<file path="config.mk">
export PLATFORM = sky130hd
export DESIGN_NAME = dpc_page_ctrl
export DESIGN_NICKNAME = d
export VERILOG_FILES = /design/src/rtl/dpc_pkg.sv /design/src/rtl/dpc_bank_table.sv /design/src/rtl/dpc_refresh_timer.sv /design/src/rtl/dpc_sequencer.sv /design/src/rtl/dpc_page_ctrl.sv
export SDC_FILE = /design/constraint.sdc
export NUM_CORES = 1
export LEC_CHECK = 0
export ABC_AREA = 0
export BUFFER_PORTS_ARGS = -buffer_cell sky130_fd_sc_hd__buf_2
export CAP_MARGIN = 20
export CORE_MARGIN = 2
export CORE_UTILIZATION = 59
export CTS_CLUSTER_SIZE = 14
export DETAILED_ROUTE_END_ITERATION = 10
export PLACE_DENSITY_LB_ADDON = 0.05
export RECOVER_POWER = 25
export SLEW_MARGIN = 10
export SYNTH_ARGS = -nofsm -noshare
export SYNTH_HDL_FRONTEND = slang
export SYNTH_HIERARCHICAL = 1
export SYNTH_SLANG_ARGS = --single-unit
</file>
<file path="constraint.sdc">
create_clock -name clk -period 5.8 [get_ports clk]
set_clock_uncertainty 0.15 [all_clocks]
set_input_delay 0.87 -clock clk [delete_from_list [all_inputs] [get_ports clk]]
set_output_delay 0.87 -clock clk [all_outputs]
set_load 0.03 [all_outputs]
</file>
<file path="src/rtl/dpc_pkg.sv">
package dpc_pkg;

    typedef enum logic [1:0] {
        CLS_HIT      = 2'd0,
        CLS_EMPTY    = 2'd1,
        CLS_CONFLICT = 2'd2
    } acc_class_e;

    typedef enum logic [2:0] {
        CMD_NOP  = 3'd0,
        CMD_ACT  = 3'd1,
        CMD_RD   = 3'd2,
        CMD_WR   = 3'd3,
        CMD_PRE  = 3'd4,
        CMD_PREA = 3'd5,
        CMD_REF  = 3'd6
    } cmd_e;

    typedef enum logic [2:0] {
        ST_IDLE    = 3'd0,
        ST_ACCESS  = 3'd1,
        ST_CLOSE   = 3'd2,
        ST_REF_PRE = 3'd3,
        ST_REF_RUN = 3'd4
    } seq_state_e;

endpackage

</file>
<file path="src/rtl/dpc_bank_table.sv">
module dpc_bank_table #(
    parameter int NUM_BANKS = 8,
    parameter int ROW_W     = 14,
    parameter int BANK_W    = $clog2(NUM_BANKS)
) (
    input  logic              clk,
    input  logic              rst_n,
    input  logic [BANK_W-1:0] lk_bank,
    output logic              lk_open,
    output logic [ROW_W-1:0]  lk_row,
    output logic              any_open,
    input  logic              set_en,
    input  logic [BANK_W-1:0] set_bank,
    input  logic [ROW_W-1:0]  set_row,
    input  logic              clr_en,
    input  logic [BANK_W-1:0] clr_bank,
    input  logic              clr_all
);

    typedef struct packed {
        logic             open;
        logic [ROW_W-1:0] row;
    } entry_t;

    logic [NUM_BANKS-1:0]            open_vec;
    logic [NUM_BANKS-1:0][ROW_W-1:0] row_vec;

    for (genvar g = 0; g < NUM_BANKS; g++) begin : g_bank
        entry_t ent_d, ent_q;

        always_comb begin
            ent_d = ent_q;
            if (set_en && set_bank == BANK_W'(g)) begin
                ent_d.open = 1'b1;
                ent_d.row  = set_row;
            end
            if (clr_all || (clr_en && clr_bank == BANK_W'(g))) begin
                ent_d.open = 1'b0;
            end
        end

        always_ff @(posedge clk) begin
            if (!rst_n) ent_q <= '0;
            else        ent_q <= ent_d;
        end

        assign open_vec[g] = ent_q.open;
        assign row_vec[g]  = ent_q.row;
    end

    assign lk_open  = open_vec[lk_bank];
    assign lk_row   = row_vec[lk_bank];
    assign any_open = |open_vec;

endmodule

</file>
<file path="src/rtl/dpc_refresh_timer.sv">
module dpc_refresh_timer #(
    parameter int T_REFI = 7800
) (
    input  logic clk,
    input  logic rst_n,
    input  logic ack,
    output logic pending
);

    localparam int CW = $clog2(T_REFI);

    typedef struct packed {
        logic [CW-1:0] cnt;
        logic          pend;
    } tmr_t;

    tmr_t t_d, t_q;
    logic tick;

    always_comb begin
        t_d   = t_q;
        tick  = (t_q.cnt == CW'(T_REFI - 1));
        t_d.cnt = tick ? '0 : t_q.cnt + CW'(1);
        if (ack)  t_d.pend = 1'b0;
        if (tick) t_d.pend = 1'b1;
    end

    always_ff @(posedge clk) begin
        if (!rst_n) t_q <= '0;
        else        t_q <= t_d;
    end

    assign pending = t_q.pend;

endmodule

</file>
<file path="src/rtl/dpc_sequencer.sv">
module dpc_sequencer
    import dpc_pkg::*;
#(
    parameter int NUM_BANKS = 8,
    parameter int ROW_W     = 14,
    parameter int COL_W     = 10,
    parameter int T_XFER    = 20,
    parameter int T_ACT     = 20,
    parameter int T_PRE     = 20,
    parameter int T_RFC     = 160,
    parameter int BANK_W    = $clog2(NUM_BANKS)
) (
    input  logic              clk,
    input  logic              rst_n,
    input  logic              page_open,
    input  logic              req_valid,
    output logic              req_ready,
    input  logic [BANK_W-1:0] req_bank,
    input  logic [ROW_W-1:0]  req_row,
    input  logic [COL_W-1:0]  req_col,
    input  logic              req_write,
    input  logic              lk_open,
    input  logic [ROW_W-1:0]  lk_row,
    input  logic              any_open,
    output logic              set_en,
    output logic              clr_en,
    output logic              clr_all,
    output logic [BANK_W-1:0] cur_bank,
    input  logic              ref_pending,
    output logic              ref_ack,
    output logic              cmd_valid,
    output logic [2:0]        cmd_kind,
    output logic [BANK_W-1:0] cmd_bank,
    output logic [ROW_W-1:0]  cmd_row,
    output logic [COL_W-1:0]  cmd_col,
    output logic              done,
    output logic [1:0]        done_class,
    output logic              refresh_busy
);

    localparam int LAT_MAX = T_PRE + T_ACT + T_XFER;
    localparam int SPAN    = (LAT_MAX > T_RFC) ? LAT_MAX : T_RFC;
    localparam int CNT_W   = $clog2(SPAN + 2);

    localparam logic [CNT_W-1:0] C_ONE  = CNT_W'(1);
    localparam logic [CNT_W-1:0] C_PRE  = CNT_W'(T_PRE);
    localparam logic [CNT_W-1:0] C_RFC  = CNT_W'(T_RFC);
    localparam logic [CNT_W-1:0] C_HIT  = CNT_W'(T_XFER);
    localparam logic [CNT_W-1:0] C_EMP  = CNT_W'(T_ACT + T_XFER);
    localparam logic [CNT_W-1:0] C_CON  = CNT_W'(T_PRE + T_ACT + T_XFER);

    typedef struct packed {
        seq_state_e        st;
        logic [CNT_W-1:0]  el;
        acc_class_e        cls;
        logic              closed;
        logic              wr;
        logic [BANK_W-1:0] bank;
        logic [ROW_W-1:0]  row;
        logic [COL_W-1:0]  col;
    } seq_t;

    seq_t             s_d, s_q;
    cmd_e             cmd;
    acc_class_e       cls_new;
    logic             accept;
    logic [CNT_W-1:0] total, act_at, cas_at;

    // Phase positions, counted from the first cycle after acceptance.
    always_comb begin
        unique case (s_q.cls)
            CLS_HIT: begin
                total  = C_HIT;
                act_at = '0;
                cas_at = C_ONE;
            end
            CLS_EMPTY: begin
                total  = C_EMP;
                act_at = C_ONE;
                cas_at = C_ONE + C_ONE;
            end
            default: begin
                total  = C_CON;
                act_at = C_PRE + C_ONE;
                cas_at = C_PRE + C_ONE + C_ONE;
            end
        endcase
    end

    always_comb begin
        cls_new = !lk_open            ? CLS_EMPTY :
                  (lk_row == req_row) ? CLS_HIT   : CLS_CONFLICT;
        req_ready = (s_q.st == ST_IDLE) && !ref_pending;
        accept    = req_ready && req_valid;

        s_d     = s_q;
        cmd     = CMD_NOP;
        set_en  = 1'b0;
        clr_en  = 1'b0;
        clr_all = 1'b0;
        ref_ack = 1'b0;
        done    = 1'b0;

        unique case (s_q.st)
            ST_IDLE: begin
                if (ref_pending) begin
                    ref_ack = 1'b1;
                    s_d.el  = C_ONE;
                    s_d.st  = any_open ? ST_REF_PRE : ST_REF_RUN;
                end else if (accept) begin
                    set_en     = 1'b1;
                    s_d.st     = ST_ACCESS;
                    s_d.el     = C_ONE;
                    s_d.cls    = cls_new;
                    s_d.closed = !page_open;
                    s_d.wr     = req_write;
                    s_d.bank   = req_bank;
                    s_d.row    = req_row;
                    s_d.col    = req_col;
                end
            end
            ST_ACCESS: begin
                if (s_q.cls == CLS_CONFLICT && s_q.el == C_ONE) cmd = CMD_PRE;
                if (s_q.cls != CLS_HIT && s_q.el == act_at)     cmd = CMD_ACT;
                if (s_q.el == cas_at) cmd = s_q.wr ? CMD_WR : CMD_RD;
                if (s_q.el == total) begin
                    done   = 1'b1;
                    s_d.el = C_ONE;
                    s_d.st = s_q.closed ? ST_CLOSE : ST_IDLE;
                end else begin
                    s_d.el = s_q.el + C_ONE;
                end
            end
            ST_CLOSE: begin
                if (s_q.el == C_ONE) begin
                    cmd    = CMD_PRE;
                    clr_en = 1'b1;
                end
                if (s_q.el >= C_PRE) s_d.st = ST_IDLE;
                else                 s_d.el = s_q.el + C_ONE;
            end
            ST_REF_PRE: begin
                if (s_q.el == C_ONE) begin
                    cmd     = CMD_PREA;
                    clr_all = 1'b1;
                end
                if (s_q.el >= C_PRE) begin
                    s_d.st = ST_REF_RUN;
                    s_d.el = C_ONE;
                end else begin
                    s_d.el = s_q.el + C_ONE;
                end
            end
            ST_REF_RUN: begin
                if (s_q.el == C_ONE) begin
                    cmd     = CMD_REF;
                    clr_all = 1'b1;
                end
                if (s_q.el >= C_RFC) s_d.st = ST_IDLE;
                else                 s_d.el = s_q.el + C_ONE;
            end
            default: s_d.st = ST_IDLE;
        endcase
    end

    always_ff @(posedge clk) begin
        if (!rst_n) s_q <= '0;
        else        s_q <= s_d;
    end

    assign cur_bank     = s_q.bank;
    assign cmd_kind     = cmd;
    assign cmd_valid    = (cmd != CMD_NOP);
    assign cmd_bank     = s_q.bank;
    assign cmd_row      = s_q.row;
    assign cmd_col      = s_q.col;
    assign done_class   = s_q.cls;
    assign refresh_busy = (s_q.st == ST_REF_PRE) || (s_q.st == ST_REF_RUN);

endmodule

</file>
<file path="src/rtl/dpc_page_ctrl.sv">
module dpc_page_ctrl #(
    parameter int NUM_BANKS = 8,
    parameter int ROW_W     = 14,
    parameter int COL_W     = 10,
    parameter int T_XFER    = 20,
    parameter int T_ACT     = 20,
    parameter int T_PRE     = 20,
    parameter int T_RFC     = 160,
    parameter int T_REFI    = 7800,
    localparam int BANK_W   = $clog2(NUM_BANKS)
) (
    input  logic              clk,
    input  logic              rst_n,
    input  logic              page_open,
    input  logic              req_valid,
    output logic              req_ready,
    input  logic [BANK_W-1:0] req_bank,
    input  logic [ROW_W-1:0]  req_row,
    input  logic [COL_W-1:0]  req_col,
    input  logic              req_write,
    output logic              cmd_valid,
    output logic [2:0]        cmd_kind,
    output logic [BANK_W-1:0] cmd_bank,
    output logic [ROW_W-1:0]  cmd_row,
    output logic [COL_W-1:0]  cmd_col,
    output logic              done,
    output logic [1:0]        done_class,
    output logic              refresh_busy
);

    logic              lk_open, any_open;
    logic [ROW_W-1:0]  lk_row;
    logic              set_en, clr_en, clr_all;
    logic [BANK_W-1:0] cur_bank;
    logic              ref_pending, ref_ack;

    dpc_bank_table #(
        .NUM_BANKS (NUM_BANKS),
        .ROW_W     (ROW_W),
        .BANK_W    (BANK_W)
    ) u_table (
        .clk      (clk),
        .rst_n    (rst_n),
        .lk_bank  (req_bank),
        .lk_open  (lk_open),
        .lk_row   (lk_row),
        .any_open (any_open),
        .set_en   (set_en),
        .set_bank (req_bank),
        .set_row  (req_row),
        .clr_en   (clr_en),
        .clr_bank (cur_bank),
        .clr_all  (clr_all)
    );

    dpc_refresh_timer #(
        .T_REFI (T_REFI)
    ) u_timer (
        .clk     (clk),
        .rst_n   (rst_n),
        .ack     (ref_ack),
        .pending (ref_pending)
    );

    dpc_sequencer #(
        .NUM_BANKS (NUM_BANKS),
        .ROW_W     (ROW_W),
        .COL_W     (COL_W),
        .T_XFER    (T_XFER),
        .T_ACT     (T_ACT),
        .T_PRE     (T_PRE),
        .T_RFC     (T_RFC),
        .BANK_W    (BANK_W)
    ) u_seq (
        .clk          (clk),
        .rst_n        (rst_n),
        .page_open    (page_open),
        .req_valid    (req_valid),
        .req_ready    (req_ready),
        .req_bank     (req_bank),
        .req_row      (req_row),
        .req_col      (req_col),
        .req_write    (req_write),
        .lk_open      (lk_open),
        .lk_row       (lk_row),
        .any_open     (any_open),
        .set_en       (set_en),
        .clr_en       (clr_en),
        .clr_all      (clr_all),
        .cur_bank     (cur_bank),
        .ref_pending  (ref_pending),
        .ref_ack      (ref_ack),
        .cmd_valid    (cmd_valid),
        .cmd_kind     (cmd_kind),
        .cmd_bank     (cmd_bank),
        .cmd_row      (cmd_row),
        .cmd_col      (cmd_col),
        .done         (done),
        .done_class   (done_class),
        .refresh_busy (refresh_busy)
    );

endmodule

</file>
==> impl_metrics.ini <==
[clocking]
cts_tree = yes
holdBufCountCts = 0
ctsResizeCount = 0
cts_setup_buffers = 0
cts.reportedPaths.clkPinSlew_ns = 0.07
clockBufferDepth = 2
htreeDepth = 4
worst_skew_pair.late_latency_ns = 0.43
cts-root-buf = clkbuf_16
numCtsBuffers = 17
cts_sinks = 176

[route]
drtIter0Drc = 630
wire_per_inst_um = 18.48
wl_um = 21610
drc = 0
dr.pass1.iters = 8
via_per_inst = 5.973
ant_nets = 0
vias = 6982

[global_routing]
grt_pass1_wl_um = 34510
grt_pass1_vias = 6518
antenna_found_initial = 0
track_usage = 0.2763
grt_overflow = 0
grt_max_degree = 127

[floorplan]
dieArea_um2 = 15600
core_area_um2 = 14420
std_cell_rows = 44
die_h_um = 124.9
ios = 68
start_util = 0.5979
die_x_um = 124.9

[timing]
max_freq_mhz = 279.1
worst_slack_ns = 2.218
setup_tns_ns = 0
relSlewSlack = 0.2700
period_share = 0.6177
period_minus_slack_ns = 3.582
finalSetupViolations = 0
worst_pin_slew_ns = 1.087
rsz0062_at_grt = no
slew_violations = 0
hold_viol = 0

[placed_design]
dp_slack_ns = 2.041
numPortBuffers = 67
gp_congestion = 0.8253
dpl.hpwl_um = 13900

[synthesis]
yosysSeqAreaShare = 0.4085
synth-edff-count = 0
ys.flop_type = dfxtp_1
synth_fp_nets = 1028
yosys_warnings = 6
syn_area_per_cell_um2 = 8.694
synth_seq_cells = 176
synthSimpleGateAreaFrac = 0.2215
synth_cells = 992
synth_cell_types = 61
synthXorXnorAreaFrac = 0.02742
syn_area_um2 = 8625
synth-compound-area-share = 0.1584
synth_top_family_by_area = simple AND/OR/NAND/NOR gates
synthMuxAreaShare = 0.09909
async_flop_share = 0
synthAdderAreaFrac = 0.005803

[run_status]
status = finished, final reports clean

[worst_setup_path]
cp.required_ns = 5.96
cp_slowest_stage_delay_ns = 1.02
startpoint_type = flop
path_cells = or3_1 -> nor2_1 -> nand2_1 -> inv_2 -> nand4b_1 -> nand2_1 -> a21boi_0
cpMostUsedCell = nand2_1
endpoint_kind = flop
cpMaxStageDelayCell = nand4b_1
timing_worst_setup_path_type = flop to flop
critPathMaxFanout = 49
rrSetupSlack_ns = 2.22
rr_worst_depth = 7
crit_arrival_ns = 3.74
r2r-end = u_table/g_bank[3].ent_q[3]
worstReg2RegStart = u_seq/s_q[40]

[job]
cap_viol_max_count = 0

[layout]
multi_input_area_um2 = 4410
area_growth_syn_to_layout_pct = 6.050
num_antenna_cells = 0
regArea_um2 = 3523
fillers = 1252
layout-drive-gt1-share = 0.1310
nets = 1008

[worst_hold_path]
min_path_cells = 2
whs_endpoint = u_seq/cmd_row[10]
hp-class = flop to flop
hold_path_startpoint = u_seq/cmd_row[10]

[power]
vdd_drop_max_uv = 215.9
p_per_area_nw_per_um2 = 296.6
p_leak_nw = 3.296
-- sequential cells by signal (all words and copies together) (netlist names) --
signal                count
u_seq/cmd_bank            3
u_seq/cmd_row            14
u_seq/cmd_col            10
u_timer/t_q              13
u_seq/done_class          2
u_seq/s_q                13
u_timer/pending           1
u_table/g_bank.ent_q    120
-- worst max path at each step --
stage / start / endpoint / depth (start not counted)
global placement: req_bank[2] / u_seq/done_class[1] / 9
finish: u_seq/s_q[40] / u_table/g_bank[3].ent_q[3] / 7
CTS: u_seq/s_q[39] / u_table/g_bank[3].ent_q[3] / 7
floorplan: u_seq/s_q[41] / u_table/g_bank[0].ent_q[10] / 11
global route: u_seq/s_q[39] / u_table/g_bank[7].ent_q[3] / 7
detailed placement: req_bank[2] / u_seq/done_class[1] / 9
-- through the flow --
step	utilization	power [mW]	instance area, µm²	instances	hold slack, ns
floorplan	-	1.504	8625	992	0.2764
global placement	0.5955	1.555	8589	1137	0.2875
detailed placement	0.5955	1.562	8589	1137	0.2942
CTS	0.6372	2.730	9191	1169	0.3033
global route	0.6341	2.806	9146	1169	0.3202
finish	0.6341	2.713	9146	1169	0.3037
-- layout make-up --
| class | count | share of cell area |
|---|---|---|
| tap | 184 | 0.02517 |
| inverter | 12 | 0.004925 |
| timing repair buffer | 72 | 0.03666 |
| sequential | 176 | 0.3852 |
| multi-input combinational | 693 | 0.4822 |
| clock buffer | 19 | 0.04843 |
| clock inverter | 13 | 0.01737 |
-- worst max-delay path: cells and delay by family, from the launching register on --
kind | cells | cell delay [ns]
buffers and inverters | 1 | 0.62
AOI/OAI and AO/OA | 1 | 0.12
DFF | 1 | 0.44
and+or+nand+nor | 5 | 2.11
-- cells by family (layout without fill, tap and decap cells) --
| logic type | after synthesis | after routing |
|---|---|---|
| DFF | 176 | 176 |
| AOI/OAI and AO/OA | 193 | 193 |
| adders and majority gates | 4 | 4 |
| xor gates and xnor gates | 27 | 27 |
| muxes | 46 | 46 |
| buffers and inverters | 123 | 116 |
| and+or+nand+nor | 423 | 423 |
-- cell usage after synthesis (all sizes together), types with 10 or more instances --
master / count / area share
buf: 80 / 0.060
nor2: 38 / 0.017
inv: 12 / 0.0052
nor3: 10 / 0.0070
clkbuf: 31 / 0.013
nand3: 10 / 0.0058
mux2: 15 / 0.020
mux4: 30 / 0.078
nand2: 299 / 0.13
dfxtp: 176 / 0.41
a21oi: 36 / 0.021
xor2: 24 / 0.024
a21boi: 113 / 0.098
-- cells in the final DEF, fill, tap and decap left out, types with 5 or more instances in the layout --
cell,instances
clkbuf_16,17
a21boi_0,41
nor4_1,8
xor2_1,24
nand2_1,299
and3_1,6
nand2b_1,7
mux2_2,15
nand3_1,10
buf_2,37
nor2_1,38
a211oi_1,8
a21boi_1,72
buf_4,5
nand4b_1,5
clkbuf_1,31
inv_1,10
dfxtp_1,176
nor3_1,9
mux4_2,30
a21oi_1,36
nand4_1,7
-- per-layer routing --
| metal | vias to the layer above | part of all wire | GRT usage |
|---|---|---|---|
| met4 | 0 | 0.017 | 0.09346 |
| li1 | 3304 | - | - |
| met3 | 40 | 0.066 | 0.05198 |
| met5 | - | 0 | 0 |
| met1 | 3380 | 0.45 | 0.3790 |
| met2 | 258 | 0.46 | 0.4439 |
-- power breakdown --
part           total (mW)  switching, mW  leakage (nW)  internal [mW]
Clock                1.18          0.490         0.290          0.690
Sequential           1.27         0.0263          1.43           1.24
Combinational       0.265          0.176          1.58         0.0883
Total                2.71          0.692          3.30           2.02
Note: power is estimated with default switching activity, not from simulation.
